**src/rtl/dtq_pkg.sv**
```systemverilog
package dtq_pkg;

    typedef enum logic [2:0] {
        E_FREE   = 3'd0,
        E_PEND   = 3'd1,
        E_ISSUED = 3'd2,
        E_OK     = 3'd3,
        E_MA     = 3'd4
    } ent_state_t;

    typedef enum logic [1:0] {
        RSP_RETRY   = 2'd0,
        RSP_CLAIM   = 2'd1,
        RSP_NOCLAIM = 2'd2
    } rsp_code_t;

    typedef enum logic [1:0] {
        RQ_IDLE    = 2'd0,
        RQ_LOOKUP  = 2'd1,
        RQ_RESPOND = 2'd2
    } rq_state_t;

    typedef enum logic [1:0] {
        IS_IDLE = 2'd0,
        IS_SEND = 2'd1,
        IS_WAIT = 2'd2
    } is_state_t;

endpackage

```
**src/rtl/dtq_pick.sv**
```systemverilog
module dtq_pick #(
    parameter int N     = 4,
    parameter int IDX_W = 2
) (
    input  logic [N-1:0]     vec,
    output logic             found,
    output logic [IDX_W-1:0] idx
);

    always_comb begin
        found = |vec;
        idx   = '0;
        for (int i = N - 1; i >= 0; i--) begin
            if (vec[i]) begin
                idx = IDX_W'(i);
            end
        end
    end

endmodule

```
**src/rtl/dtq_match.sv**
```systemverilog
module dtq_match #(
    parameter int N      = 4,
    parameter int CMD_W  = 4,
    parameter int ADDR_W = 16
) (
    input  logic [N-1:0]             live,
    input  logic [N-1:0][CMD_W-1:0]  tbl_cmd,
    input  logic [N-1:0][ADDR_W-1:0] tbl_addr,
    input  logic [CMD_W-1:0]         key_cmd,
    input  logic [ADDR_W-1:0]        key_addr,
    output logic [N-1:0]             hit
);

    for (genvar g = 0; g < N; g++) begin : g_cmp
        assign hit[g] = live[g]
                     && (tbl_cmd[g] == key_cmd)
                     && (tbl_addr[g] == key_addr);
    end

endmodule

```
**src/rtl/dtq_issue.sv**
```systemverilog
module dtq_issue
    import dtq_pkg::*;
#(
    parameter int N     = 4,
    parameter int IDX_W = 2
) (
    input  logic             clk,
    input  logic             rst_n,
    input  logic [N-1:0]     pend_vec,
    input  logic             fwd_ready,
    input  logic             cpl_valid,
    output logic             fwd_valid,
    output logic [IDX_W-1:0] cur_idx,
    output logic             take,
    output logic             done
);

    is_state_t        st_q, st_d;
    logic             pend_found;
    logic [IDX_W-1:0] pend_idx;
    logic [IDX_W-1:0] idx_q;

    dtq_pick #(.N(N), .IDX_W(IDX_W)) i_pend_pick (
        .vec   (pend_vec),
        .found (pend_found),
        .idx   (pend_idx)
    );

    always_ff @(posedge clk) begin
        if (!rst_n) begin
            st_q  <= IS_IDLE;
            idx_q <= '0;
        end else begin
            st_q <= st_d;
            if (st_q == IS_IDLE && pend_found) begin
                idx_q <= pend_idx;
            end
        end
    end

    always_comb begin
        st_d = st_q;
        unique case (st_q)
            IS_IDLE: if (pend_found) st_d = IS_SEND;
            IS_SEND: if (fwd_ready)  st_d = IS_WAIT;
            IS_WAIT: if (cpl_valid)  st_d = IS_IDLE;
            default: st_d = IS_IDLE;
        endcase
    end

    always_comb begin
        fwd_valid = (st_q == IS_SEND);
        take      = (st_q == IS_SEND) && fwd_ready;
        done      = (st_q == IS_WAIT) && cpl_valid;
        cur_idx   = idx_q;
    end


    fwd_hold_chk: assert property (@(posedge clk) disable iff (!rst_n)
        (fwd_valid && !fwd_ready) |=> (fwd_valid && $stable(cur_idx)));


    one_outstanding_chk: assert property (@(posedge clk) disable iff (!rst_n)
        (fwd_valid && fwd_ready) |=> !fwd_valid);


    cpl_only_waiting_chk: assert property (@(posedge clk) disable iff (!rst_n)
        done |-> !fwd_valid);

endmodule

```
**src/rtl/dly_txn_queue.sv**
```systemverilog
module dly_txn_queue
    import dtq_pkg::*;
#(
    parameter int DEPTH  = 4,
    parameter int CMD_W  = 4,
    parameter int ADDR_W = 16,
    parameter int DATA_W = 32
) (
    input  logic              clk,
    input  logic              rst_n,
    input  logic              req_valid,
    output logic              req_ready,
    input  logic              req_sec,
    input  logic [CMD_W-1:0]  req_cmd,
    input  logic [ADDR_W-1:0] req_addr,
    output logic              rsp_valid,
    output logic [1:0]        rsp_code,
    output logic [DATA_W-1:0] rsp_data,
    output logic              fwd_valid,
    input  logic              fwd_ready,
    output logic              fwd_sec,
    output logic [CMD_W-1:0]  fwd_cmd,
    output logic [ADDR_W-1:0] fwd_addr,
    input  logic              cpl_valid,
    input  logic              cpl_abort,
    input  logic [DATA_W-1:0] cpl_data,
    output logic              rma_pri,
    output logic              rma_sec
);

    localparam int IDX_W = (DEPTH > 1) ? $clog2(DEPTH) : 1;

    // slot table
    ent_state_t                   ent_st [DEPTH];
    logic [DEPTH-1:0][CMD_W-1:0]  ent_cmd;
    logic [DEPTH-1:0][ADDR_W-1:0] ent_addr;
    logic [DEPTH-1:0][DATA_W-1:0] ent_data;
    logic [DEPTH-1:0]             ent_sec;

    logic [DEPTH-1:0] live_vec, free_vec, pend_vec, hit_vec;

    // captured request
    rq_state_t         rq_q, rq_d;
    logic [CMD_W-1:0]  q_cmd;
    logic [ADDR_W-1:0] q_addr;
    logic              q_sec;

    // lookup decision
    logic             hit_found, free_found;
    logic [IDX_W-1:0] hit_idx, free_idx;
    logic             alloc_en, release_en;
    rsp_code_t        dec_code;
    rsp_code_t        code_q;
    logic [DATA_W-1:0] data_q;

    // forwarding engine
    logic             take, done;
    logic [IDX_W-1:0] cur_idx;

    for (genvar g = 0; g < DEPTH; g++) begin : g_vec
        assign live_vec[g] = (ent_st[g] != E_FREE);
        assign free_vec[g] = (ent_st[g] == E_FREE);
        assign pend_vec[g] = (ent_st[g] == E_PEND);
    end

    dtq_match #(.N(DEPTH), .CMD_W(CMD_W), .ADDR_W(ADDR_W)) i_match (
        .live     (live_vec),
        .tbl_cmd  (ent_cmd),
        .tbl_addr (ent_addr),
        .key_cmd  (q_cmd),
        .key_addr (q_addr),
        .hit      (hit_vec)
    );

    dtq_pick #(.N(DEPTH), .IDX_W(IDX_W)) i_hit_pick (
        .vec   (hit_vec),
        .found (hit_found),
        .idx   (hit_idx)
    );

    dtq_pick #(.N(DEPTH), .IDX_W(IDX_W)) i_free_pick (
        .vec   (free_vec),
        .found (free_found),
        .idx   (free_idx)
    );

    dtq_issue #(.N(DEPTH), .IDX_W(IDX_W)) i_issue (
        .clk       (clk),
        .rst_n     (rst_n),
        .pend_vec  (pend_vec),
        .fwd_ready (fwd_ready),
        .cpl_valid (cpl_valid),
        .fwd_valid (fwd_valid),
        .cur_idx   (cur_idx),
        .take      (take),
        .done      (done)
    );

    // request state register
    always_ff @(posedge clk) begin
        if (!rst_n) begin
            rq_q <= RQ_IDLE;
        end else begin
            rq_q <= rq_d;
        end
    end

    always_comb begin
        rq_d = rq_q;
        unique case (rq_q)
            RQ_IDLE:    if (req_valid) rq_d = RQ_LOOKUP;
            RQ_LOOKUP:  rq_d = RQ_RESPOND;
            RQ_RESPOND: rq_d = RQ_IDLE;
            default:    rq_d = RQ_IDLE;
        endcase
    end

    // lookup decision
    always_comb begin
        dec_code   = RSP_RETRY;
        alloc_en   = 1'b0;
        release_en = 1'b0;
        if (rq_q == RQ_LOOKUP) begin
            if (hit_found) begin
                unique case (ent_st[hit_idx])
                    E_OK: begin
                        dec_code   = RSP_CLAIM;
                        release_en = 1'b1;
                    end
                    E_MA: begin
                        dec_code   = RSP_NOCLAIM;
                        release_en = 1'b1;
                    end
                    default: dec_code = RSP_RETRY;
                endcase
            end else if (free_found) begin
                alloc_en = 1'b1;
            end
        end
    end

    // request capture and response registers
    always_ff @(posedge clk) begin
        if (!rst_n) begin
            q_cmd  <= '0;
            q_addr <= '0;
            q_sec  <= 1'b0;
            code_q <= RSP_RETRY;
            data_q <= '0;
        end else begin
            if (rq_q == RQ_IDLE && req_valid) begin
                q_cmd  <= req_cmd;
                q_addr <= req_addr;
                q_sec  <= req_sec;
            end
            if (rq_q == RQ_LOOKUP) begin
                code_q <= dec_code;
                data_q <= (dec_code == RSP_CLAIM) ? ent_data[hit_idx] : '0;
            end
        end
    end

    // slot table and abort flags
    always_ff @(posedge clk) begin
        if (!rst_n) begin
            for (int i = 0; i < DEPTH; i++) begin
                ent_st[i] <= E_FREE;
            end
            ent_cmd  <= '0;
            ent_addr <= '0;
            ent_data <= '0;
            ent_sec  <= '0;
            rma_pri  <= 1'b0;
            rma_sec  <= 1'b0;
        end else begin
            if (alloc_en) begin
                ent_st[free_idx]   <= E_PEND;
                ent_cmd[free_idx]  <= q_cmd;
                ent_addr[free_idx] <= q_addr;
                ent_sec[free_idx]  <= q_sec;
            end
            if (release_en) begin
                ent_st[hit_idx] <= E_FREE;
            end
            if (take) begin
                ent_st[cur_idx] <= E_ISSUED;
            end
            if (done) begin
                ent_st[cur_idx]   <= cpl_abort ? E_MA : E_OK;
                ent_data[cur_idx] <= cpl_abort ? '0 : cpl_data;
                if (cpl_abort) begin
                    if (ent_sec[cur_idx]) rma_pri <= 1'b1;
                    else                  rma_sec <= 1'b1;
                end
            end
        end
    end

    // outputs
    always_comb begin
        req_ready = (rq_q == RQ_IDLE);
        rsp_valid = (rq_q == RQ_RESPOND);
        rsp_code  = code_q;
        rsp_data  = data_q;
        fwd_cmd   = ent_cmd[cur_idx];
        fwd_addr  = ent_addr[cur_idx];
        fwd_sec   = ent_sec[cur_idx];
    end


    rsp_one_pulse_chk: assert property (@(posedge clk) disable iff (!rst_n)
        rsp_valid |=> !rsp_valid);


    rsp_code_legal_chk: assert property (@(posedge clk) disable iff (!rst_n)
        rsp_valid |-> (rsp_code != 2'd3));


    no_dup_slot_chk: assert property (@(posedge clk) disable iff (!rst_n)
        (rq_q == RQ_LOOKUP) |-> $onehot0(hit_vec));


    rma_pri_sticky_chk: assert property (@(posedge clk) disable iff (!rst_n)
        rma_pri |=> rma_pri);


    rma_sec_sticky_chk: assert property (@(posedge clk) disable iff (!rst_n)
        rma_sec |=> rma_sec);


    fwd_fields_hold_chk: assert property (@(posedge clk) disable iff (!rst_n)
        (fwd_valid && !fwd_ready) |=> ($stable(fwd_addr) && $stable(fwd_cmd) && $stable(fwd_sec)));

endmodule

```
**config.mk**
```make
export PLATFORM = sky130hd
export DESIGN_NAME = dly_txn_queue
export DESIGN_NICKNAME = d
export VERILOG_FILES = /design/src/rtl/dtq_pkg.sv /design/src/rtl/dtq_pick.sv /design/src/rtl/dtq_match.sv /design/src/rtl/dtq_issue.sv /design/src/rtl/dly_txn_queue.sv
export SDC_FILE = /design/constraint.sdc
export NUM_CORES = 1
export LEC_CHECK = 0
export ABC_AREA = 1
export BUFFER_PORTS_ARGS = -buffer_cell sky130_fd_sc_hd__buf_2
export CAP_MARGIN = 20
export CORE_UTILIZATION = 60
export CTS_CLUSTER_SIZE = 10
export DETAILED_ROUTE_END_ITERATION = 10
export HOLD_SLACK_MARGIN = 0.12
export PLACE_DENSITY_LB_ADDON = 0.15
export SLEW_MARGIN = 20
export SYNTH_ARGS = -nofsm -noshare
export SYNTH_HDL_FRONTEND = slang
export SYNTH_SLANG_ARGS = --single-unit
```
**constraint.sdc**
```tcl
create_clock -name clk -period 3.4 [get_ports clk]
set_clock_uncertainty 0.2 [all_clocks]
set_input_delay 0.51 -clock clk [delete_from_list [all_inputs] [get_ports clk]]
set_output_delay 0.51 -clock clk [all_outputs]
set_load 0.005 [all_outputs]
```
==> results of run 1 <==
sequential cells by signal (all words and copies together), names as in the netlist, 4 cells and up:
name / count
ent_data: 128
ent_sec: 4
ent_st: 12
rsp_data: 32
q_cmd: 4
ent_addr: 64
q_addr: 16
ent_cmd: 16
final timing paths:
kind | from | to | slack, ps | cells after the start
worst min-delay path | req_addr[1] | q_addr[1]$_SDFFE_PN0P_ | 120 | 3
worst min register to register | ent_sec[0]$_SDFFE_PN0P_ | ent_sec[0]$_SDFFE_PN0P_ | 250 | 2
worst max-delay path | q_cmd[3]$_SDFFE_PN0P_ | ent_st[0][1]$_SDFFCE_PN0P_ | 210 | 20
worst max register to register | q_cmd[3]$_SDFFE_PN0P_ | ent_st[0][1]$_SDFFCE_PN0P_ | 210 | 20
repair_timing:
item                                    in CTS  in global routing
hold buffers                                13                  0
endpoints found under the hold margin       14                  0
resized for setup                            0                  8
endpoints found under the setup margin       0                 12
cell families (layout without fill, tap and decap cells):
| kind of cell | Yosys count | after routing | share of synthesized area, % |
|---|---|---|---|
| and+or+nand+nor | 680 | 680 | 21.8 |
| AOI/OAI and AO/OA | 624 | 624 | 24.9 |
| buffers and inverters | 298 | 371 | 9.50 |
| DFF | 287 | 287 | 42.0 |
| xor gates and xnor gates | 28 | 28 | 1.76 |
| muxes | 1 | 1 | 0.0806 |
cell type report:
type | count | area share (%)
repair buffers | 171 | 6.94
clock buffers | 38 | 5.53
flip-flops and latches | 287 | 37.5
well taps | 285 | 2.28
inverters | 160 | 3.95
clock inverters | 2 | 0.232
multi-input cells | 1333 | 43.6
layer usage:
| layer | GRT usage, % | share of wire [%] | vias to the layer above |
|---|---|---|---|
| met5 | 0 | 0.030 | - |
| met4 | 16.8 | 4.0 | 2 |
| met3 | 5.60 | 7.1 | 110 |
| met2 | 59.7 | 48 | 552 |
| met1 | 45.1 | 41 | 6199 |
| li1 | - | - | 6546 |
cells in the final DEF (no fill, tap or decap), types with 3 or more instances in the layout:
| master | netlist | final |
|---|---|---|
| buf_12 | 3 | 5 |
| nand3_2 | 33 | 33 |
| dfxtp_1 | 275 | 271 |
| nor2_1 | 223 | 219 |
| dfxtp_2 | 0 | 4 |
| o221ai_1 | 20 | 20 |
| inv_4 | 3 | 3 |
| dlygate4sd3_1 | 0 | 13 |
| a211oi_1 | 18 | 18 |
| a22oi_1 | 20 | 20 |
| nand2_1 | 296 | 296 |
| nand2_4 | 3 | 3 |
| a21oi_1 | 221 | 221 |
| nand4_1 | 7 | 7 |
| clkbuf_16 | 0 | 34 |
| o211ai_1 | 3 | 3 |
| nand2_2 | 14 | 14 |
| buf_4 | 16 | 36 |
| xnor2_1 | 15 | 15 |
| o21ai_1 | 14 | 12 |
| nand3_1 | 69 | 69 |
| buf_2 | 15 | 117 |
| inv_1 | 136 | 135 |
| nor3_1 | 15 | 14 |
| a21oi_2 | 30 | 30 |
| o21ai_0 | 265 | 265 |
| nor3_2 | 4 | 5 |
| nand3b_1 | 5 | 5 |
| nor2_4 | 1 | 6 |
| xor2_1 | 13 | 13 |
| edfxtp_1 | 12 | 12 |
| clkbuf_1 | 84 | 4 |
| inv_2 | 18 | 17 |
| o22ai_1 | 29 | 29 |
where the power goes:
part           internal (uW)  switching [uW]  leakage, uW
clock                   1800            1350     0.000440
sequential              3480             102      0.00235
combinational            335             728      0.00349
total                   5610            2180      0.00628
metrics by stage:
| step | setup WS [ps] | area, um^2 | total power [uW] | utilization (%) |
|---|---|---|---|---|
| floorplan | 772 | 14000 | 4340 | - |
| global placement | 204 | 14600 | 4670 | 64.3 |
| detailed placement | 187 | 14600 | 4670 | 64.3 |
| CTS | 171 | 15600 | 7800 | 68.8 |
| global route | 12.8 | 15700 | 8070 | 68.9 |
| finish | 212 | 15700 | 7790 | 68.9 |
worst max-delay path, delay by kind of cell (launching register included):
kind | cells | cell delay (ps)
simple gates | 17 | 1920
flops | 1 | 520
buf+inv | 3 | 200
==> impl_metrics.csv, run 1 <==
group,metric,value,unit
clock_network,htreeDepth,2,
setup_path,crit_type,"flip-flop to flip-flop",
global_route,grt_antenna_before_repair,1,
finish,multi_input_area,6820,um^2
status,status,"completed",
floorplan,die_area,23900,um^2
global_route,grt_remaining_overflow,0,
clock_network,cts_tree,"done",
logic_synthesis,synth_common_cells,"nand2_1, dfxtp_1, o21ai_0, nor2_1, a21oi_1",
timing,drv_slew,0,
clock_network,clk_pin_slew,50,ps
logic_synthesis,seq_area_frac_synth,42.0,%
timing,rsz0062_at_grt,"false",
finish,final-seq-area,5870,um^2
route,drcViolationCount,0,
logic_synthesis,avgSynthCellArea,7.28,um^2
power,cellPowerDensity,498,nW/um^2
finish,diodes,0,
logic_synthesis,ys_seq_elements,287,
floorplan,die_w,155,um
floorplan,io_pins,119,
logic_synthesis,ys.flop_type,"dfxtp_1",
logic_synthesis,yosysTopAreaCell,"dfxtp_1",
floorplan,coreArea,22700,um^2
job,cap_viol_max_count,0,
route,wl,42700,um
route,post_drt_wl_per_cell,18.7,um
logic_synthesis,synthMostInstantiatedCell,"nand2_1",
route,ant_nets,0,
setup_path,critPathCaptureType,"flip-flop",
power,leakagePower,0.00628,uW
global_route,grt_pass1_vias,12701,
global_route,grt_pass1_wl,67400,um
setup_path,critPathLaunchType,"flip-flop",
finish,area_growth_syn_to_layout,12.1,%
timing,fmax,0.314,GHz
finish,nets,2046,
worst_hold_path,min_path_type,"input pin to flip-flop",
route,vias_per_cell,5.89,
timing,finalCritPeriodShare,93.8,%
clock_network,cts-root-buf,"clkbuf_16",
place,gp_congestion,1.04,
logic_synthesis,ys_types,47,
timing,worstMarginPinSlew,1010,ps
clock_network,cts_setup_buffers,0,
floorplan,row_count,55,
setup_path,path_common_cell,"nand2_1",
timing,fin_crit,3190,ps
clock_network,clkSinkCount,287,
logic_synthesis,ys.warnings.count,0,
logic_synthesis,synth_nets,1977,
logic_synthesis,yosys-top-cells-area,"dfxtp_1, o21ai_0, nand2_1",
power,ir_drop,377,uV
route,first_pass_iters,6,
global_route,grt_max_degree,207,
timing,setup_viol,0,
timing,tns,0,ps
setup_path,slowest_delay,520,ps
floorplan,die_h,155,um
logic_synthesis,synth-edff-count,12,
place,portBuffers,118,
logic_synthesis,synth-async-reset-ratio,0,%
clock_network,clk_latency,520,ps
timing,fin_hold_ws,124,ps
timing,max_slew_margin,32.8,%
finish,instances_no_fill,2276,
place,hpwl,28500,um
setup_path,cp_max_fo,10,
place,dpl.cell_count,2223,
floorplan,start_util,61.5,%
route,via_count,13409,
route,drtIter0Drc,1269,
setup_path,critPathRequiredTime,3390,ps
setup_path,arrival,3180,ps
setup_path,path_cells,"inv_2, nand2_1, nand2_1, nor2_1, nand2_1, nor2_1, nand2_1, nor2_2, inv_1, nand2_1, inv_1, nor2_1, nand3_1, nand2_2, nand3_4, nand2_2, nand3_1, nand2_2, nand2_1, nand3_1",
logic_synthesis,synth_top_area_share,39.4,%
finish,drive_gt1_share,16.1,%
clock_network,clk_path_buf_depth,3,
timing,finalHoldViolCount,0,
logic_synthesis,syn_inst,1918,
logic_synthesis,netlist_area,14000,um^2
finish,fill_cells,1990,
clock_network,cts-buffers-inserted,34,
global_route,globalRouteTotalUtil,35.7,%
setup_path,slowest_stage,"dfxtp_1",
Note: power is estimated with default switching activity, not from simulation.
==> run 2: changes to the inputs <==
--- a/config.mk
+++ b/config.mk
@@ -12,6 +12,7 @@
 export CTS_CLUSTER_SIZE = 10
 export DETAILED_ROUTE_END_ITERATION = 10
 export HOLD_SLACK_MARGIN = 0.12
+export MAX_ROUTING_LAYER = met4
 export PLACE_DENSITY_LB_ADDON = 0.15
 export SLEW_MARGIN = 20
 export SYNTH_ARGS = -nofsm -noshare
==> run 2 against run 1 <==
  * Highest routed layer is now met4
  * Final cell count grew 0.13%
  * Non-clock buffer count is 1 lower
  * Global-route usage rose by 1.1 points
  * Combinational power about the same
  * Count of clock-buffer cells in the layout rose by 1
  * Setup slack got worse by 3.2 ps
  * Critical path depth down 5
  * Largest power group unchanged
==> impl_metrics.csv, run 2 (synthesized netlist as in run 1, its figures left out) <==
group,metric,value,unit
status,status,"completed",
setup_path,cp_top_family,"simple AND/OR/NAND/NOR gates",
setup_path,path_buf_inv,1,
route,drcViolationCount,0,
place,gp_congestion,1.16,
timing,drv_slew,0,
global_route,grt_pass1_vias,12615,
global_route,globalRouteTotalUtil,36.8,%
timing,tns,0,ps
finish,fill_cells,1916,
worst_hold_path,holdPathEnd,"ent_data[90]$_SDFFE_PN0P_",
worst_hold_path,worstHoldStart,"cpl_data[26]",
route,ant_nets,0,
route,first_pass_iters,6,
timing,max_slew_margin,38.9,%
finish,largest_reg_flops,128,
setup_path,reg2reg_from,"q_addr[3]$_SDFFE_PN0P_",
setup_path,arrival,3180,ps
setup_path,path_cells,"inv_2, nand2_1, nand2_1, or2_0, nor3_2, nand3_2, nand2_2, nand2_1, nand3_1, nand2_1, nand3_4, nand2_2, nand3_1, nand2_1, o21ai_1",
worst_hold_path,min_path_type,"input pin to flip-flop",
clock_network,clk_latency,520,ps
route,post_drt_wl_per_cell,18.8,um
setup_path,path_depth,15,
finish,layout_commonest_cell,"nand2_1",
setup_path,path_common_cell,"nand2_1",
floorplan,start_util,61.5,%
global_route,grt_antenna_before_repair,1,
route,vias_per_cell,5.92,
finish,regMostFlops,"ent_data",
place,portBuffers,118,
power,total_power,7920,uW
finish,drive_gt1_share,16.2,%
setup_path,rrSetupSlack,210,ps
timing,setup_viol,0,
finish,nets,2046,
route,wl,42900,um
clock_network,clkSinkCount,287,
timing,fmax,0.313,GHz
setup_path,slowest_stage,"dfxtp_1",
global_route,grt_max_degree,207,
setup_path,cp_max_fo,9,
place,hpwl,28600,um
clock_network,clk_path_buf_depth,3,
timing,finalCritPeriodShare,93.9,%
global_route,grt_pass1_wl,67500,um
floorplan,row_count,55,
clock_network,cts_setup_buffers,0,
floorplan,coreArea,22700,um^2
finish,layout_common_cells,"nand2_1, dfxtp_1, o21ai_0, a21oi_1, nor2_1",
floorplan,die_w,155,um
setup_path,ff2ff_path_depth,15,
power,leakagePower,0.00631,uW
setup_path,slowest_delay,500,ps
timing,rsz0062_at_grt,"false",
clock_network,clk_pin_slew,60,ps
power,cellPowerDensity,504,nW/um^2
floorplan,die_area,23900,um^2
setup_path,critPathRequiredTime,3390,ps
clock_network,htreeDepth,2,
setup_path,crit_type,"flip-flop to flip-flop",
worst_hold_path,holdPathStages,3,
clock_network,cts-root-buf,"clkbuf_16",
timing,finalHoldViolCount,0,
finish,area_growth_syn_to_layout,12.5,%
floorplan,die_h,155,um
setup_path,critPathCaptureType,"flip-flop",
timing,worstMarginPinSlew,916,ps
route,drtIter0Drc,1462,
job,cap_viol_max_count,0,
timing,fin_crit,3190,ps
setup_path,reg2reg_to,"ent_st[1][0]$_DFFE_PP_",
global_route,grt_remaining_overflow,0,
clock_network,cts_tree,"done",
setup_path,critPathLaunchType,"flip-flop",
power,ir_drop,423,uV
route,via_count,13498,
floorplan,io_pins,119,
clock_network,cts-buffers-inserted,35,
[run 2: repair_timing]
item / CTS / global route
hold buffers: 13 / 0
hold endpoints to repair: 13 / 0
setup endpoints to repair: 0 / 10
resized for setup: 0 / 6
[run 2: how the worst max path moves through the flow]
stage	to	from
2_1_floorplan	ent_st[1][0]$_DFFE_PP_	ent_st[2][2]$_SDFFCE_PN0P_
3_3_place_gp	ent_st[2][2]$_SDFFCE_PN0P_	q_addr[3]$_SDFFE_PN0P_
3_5_place_dp	ent_st[1][2]$_SDFFCE_PN0P_	q_addr[3]$_SDFFE_PN0P_
4_1_cts	ent_st[1][2]$_SDFFCE_PN0P_	q_addr[3]$_SDFFE_PN0P_
5_1_grt	ent_st[2][0]$_DFFE_PP_	q_addr[9]$_SDFFE_PN0P_
6_report	ent_st[1][0]$_DFFE_PP_	q_addr[3]$_SDFFE_PN0P_
[run 2: metal layers]
layer	track usage, %	part of all wire [%]
met1	45.6	40
met2	59.6	47
met4	16.8	4.5
met3	5.13	7.7
met5	-	0
[run 2: layout make-up]
| type | instances | area [um^2] | area share, % |
|---|---|---|---|
| antenna | 1 | 2.50 | 0.0159 |
| multi-input combinational | 1333 | 6820 | 43.4 |
| clock inverter | 4 | 42.5 | 0.271 |
| inverter | 160 | 614 | 3.91 |
| clock buffer | 39 | 922 | 5.87 |
| timing repair buffer | 170 | 1080 | 6.87 |
| tap | 285 | 357 | 2.27 |
| sequential | 287 | 5870 | 37.4 |
[run 2: where the power goes]
group | switching, uW | internal, uW | total [uW]
sequential | 103 | 3480 | 3580
clock | 1370 | 1910 | 3280
combinational | 726 | 335 | 1060
total | 2200 | 5720 | 7920
[run 2: per-stage QoR]
step           utilization (%)  hold slack [ps]  instance area (um^2)  setup WS, ps  std cells
2_1_floorplan                -              224                 14000           772       1918
3_3_place_gp              64.3              239                 14600           206       2222
3_5_place_dp              64.3              244                 14600           143       2222
4_1_cts                   69.1              122                 15700           157       2278
5_1_grt                   69.2              144                 15700          4.38       2279
6_report                  69.2              131                 15700           208       2279
[run 2: worst register-to-register path, cell delays in order (launching register included)]
cell	delay (ps)
dfxtp_1	500
inv_2	120
nand2_1	150
nand2_1	60
or2_0	250
nor3_2	230
nand3_2	240
nand2_2	230
nand2_1	70
nand3_1	70
nand2_1	100
nand3_4	130
nand2_2	90
nand3_1	70
nand2_1	100
o21ai_1	270
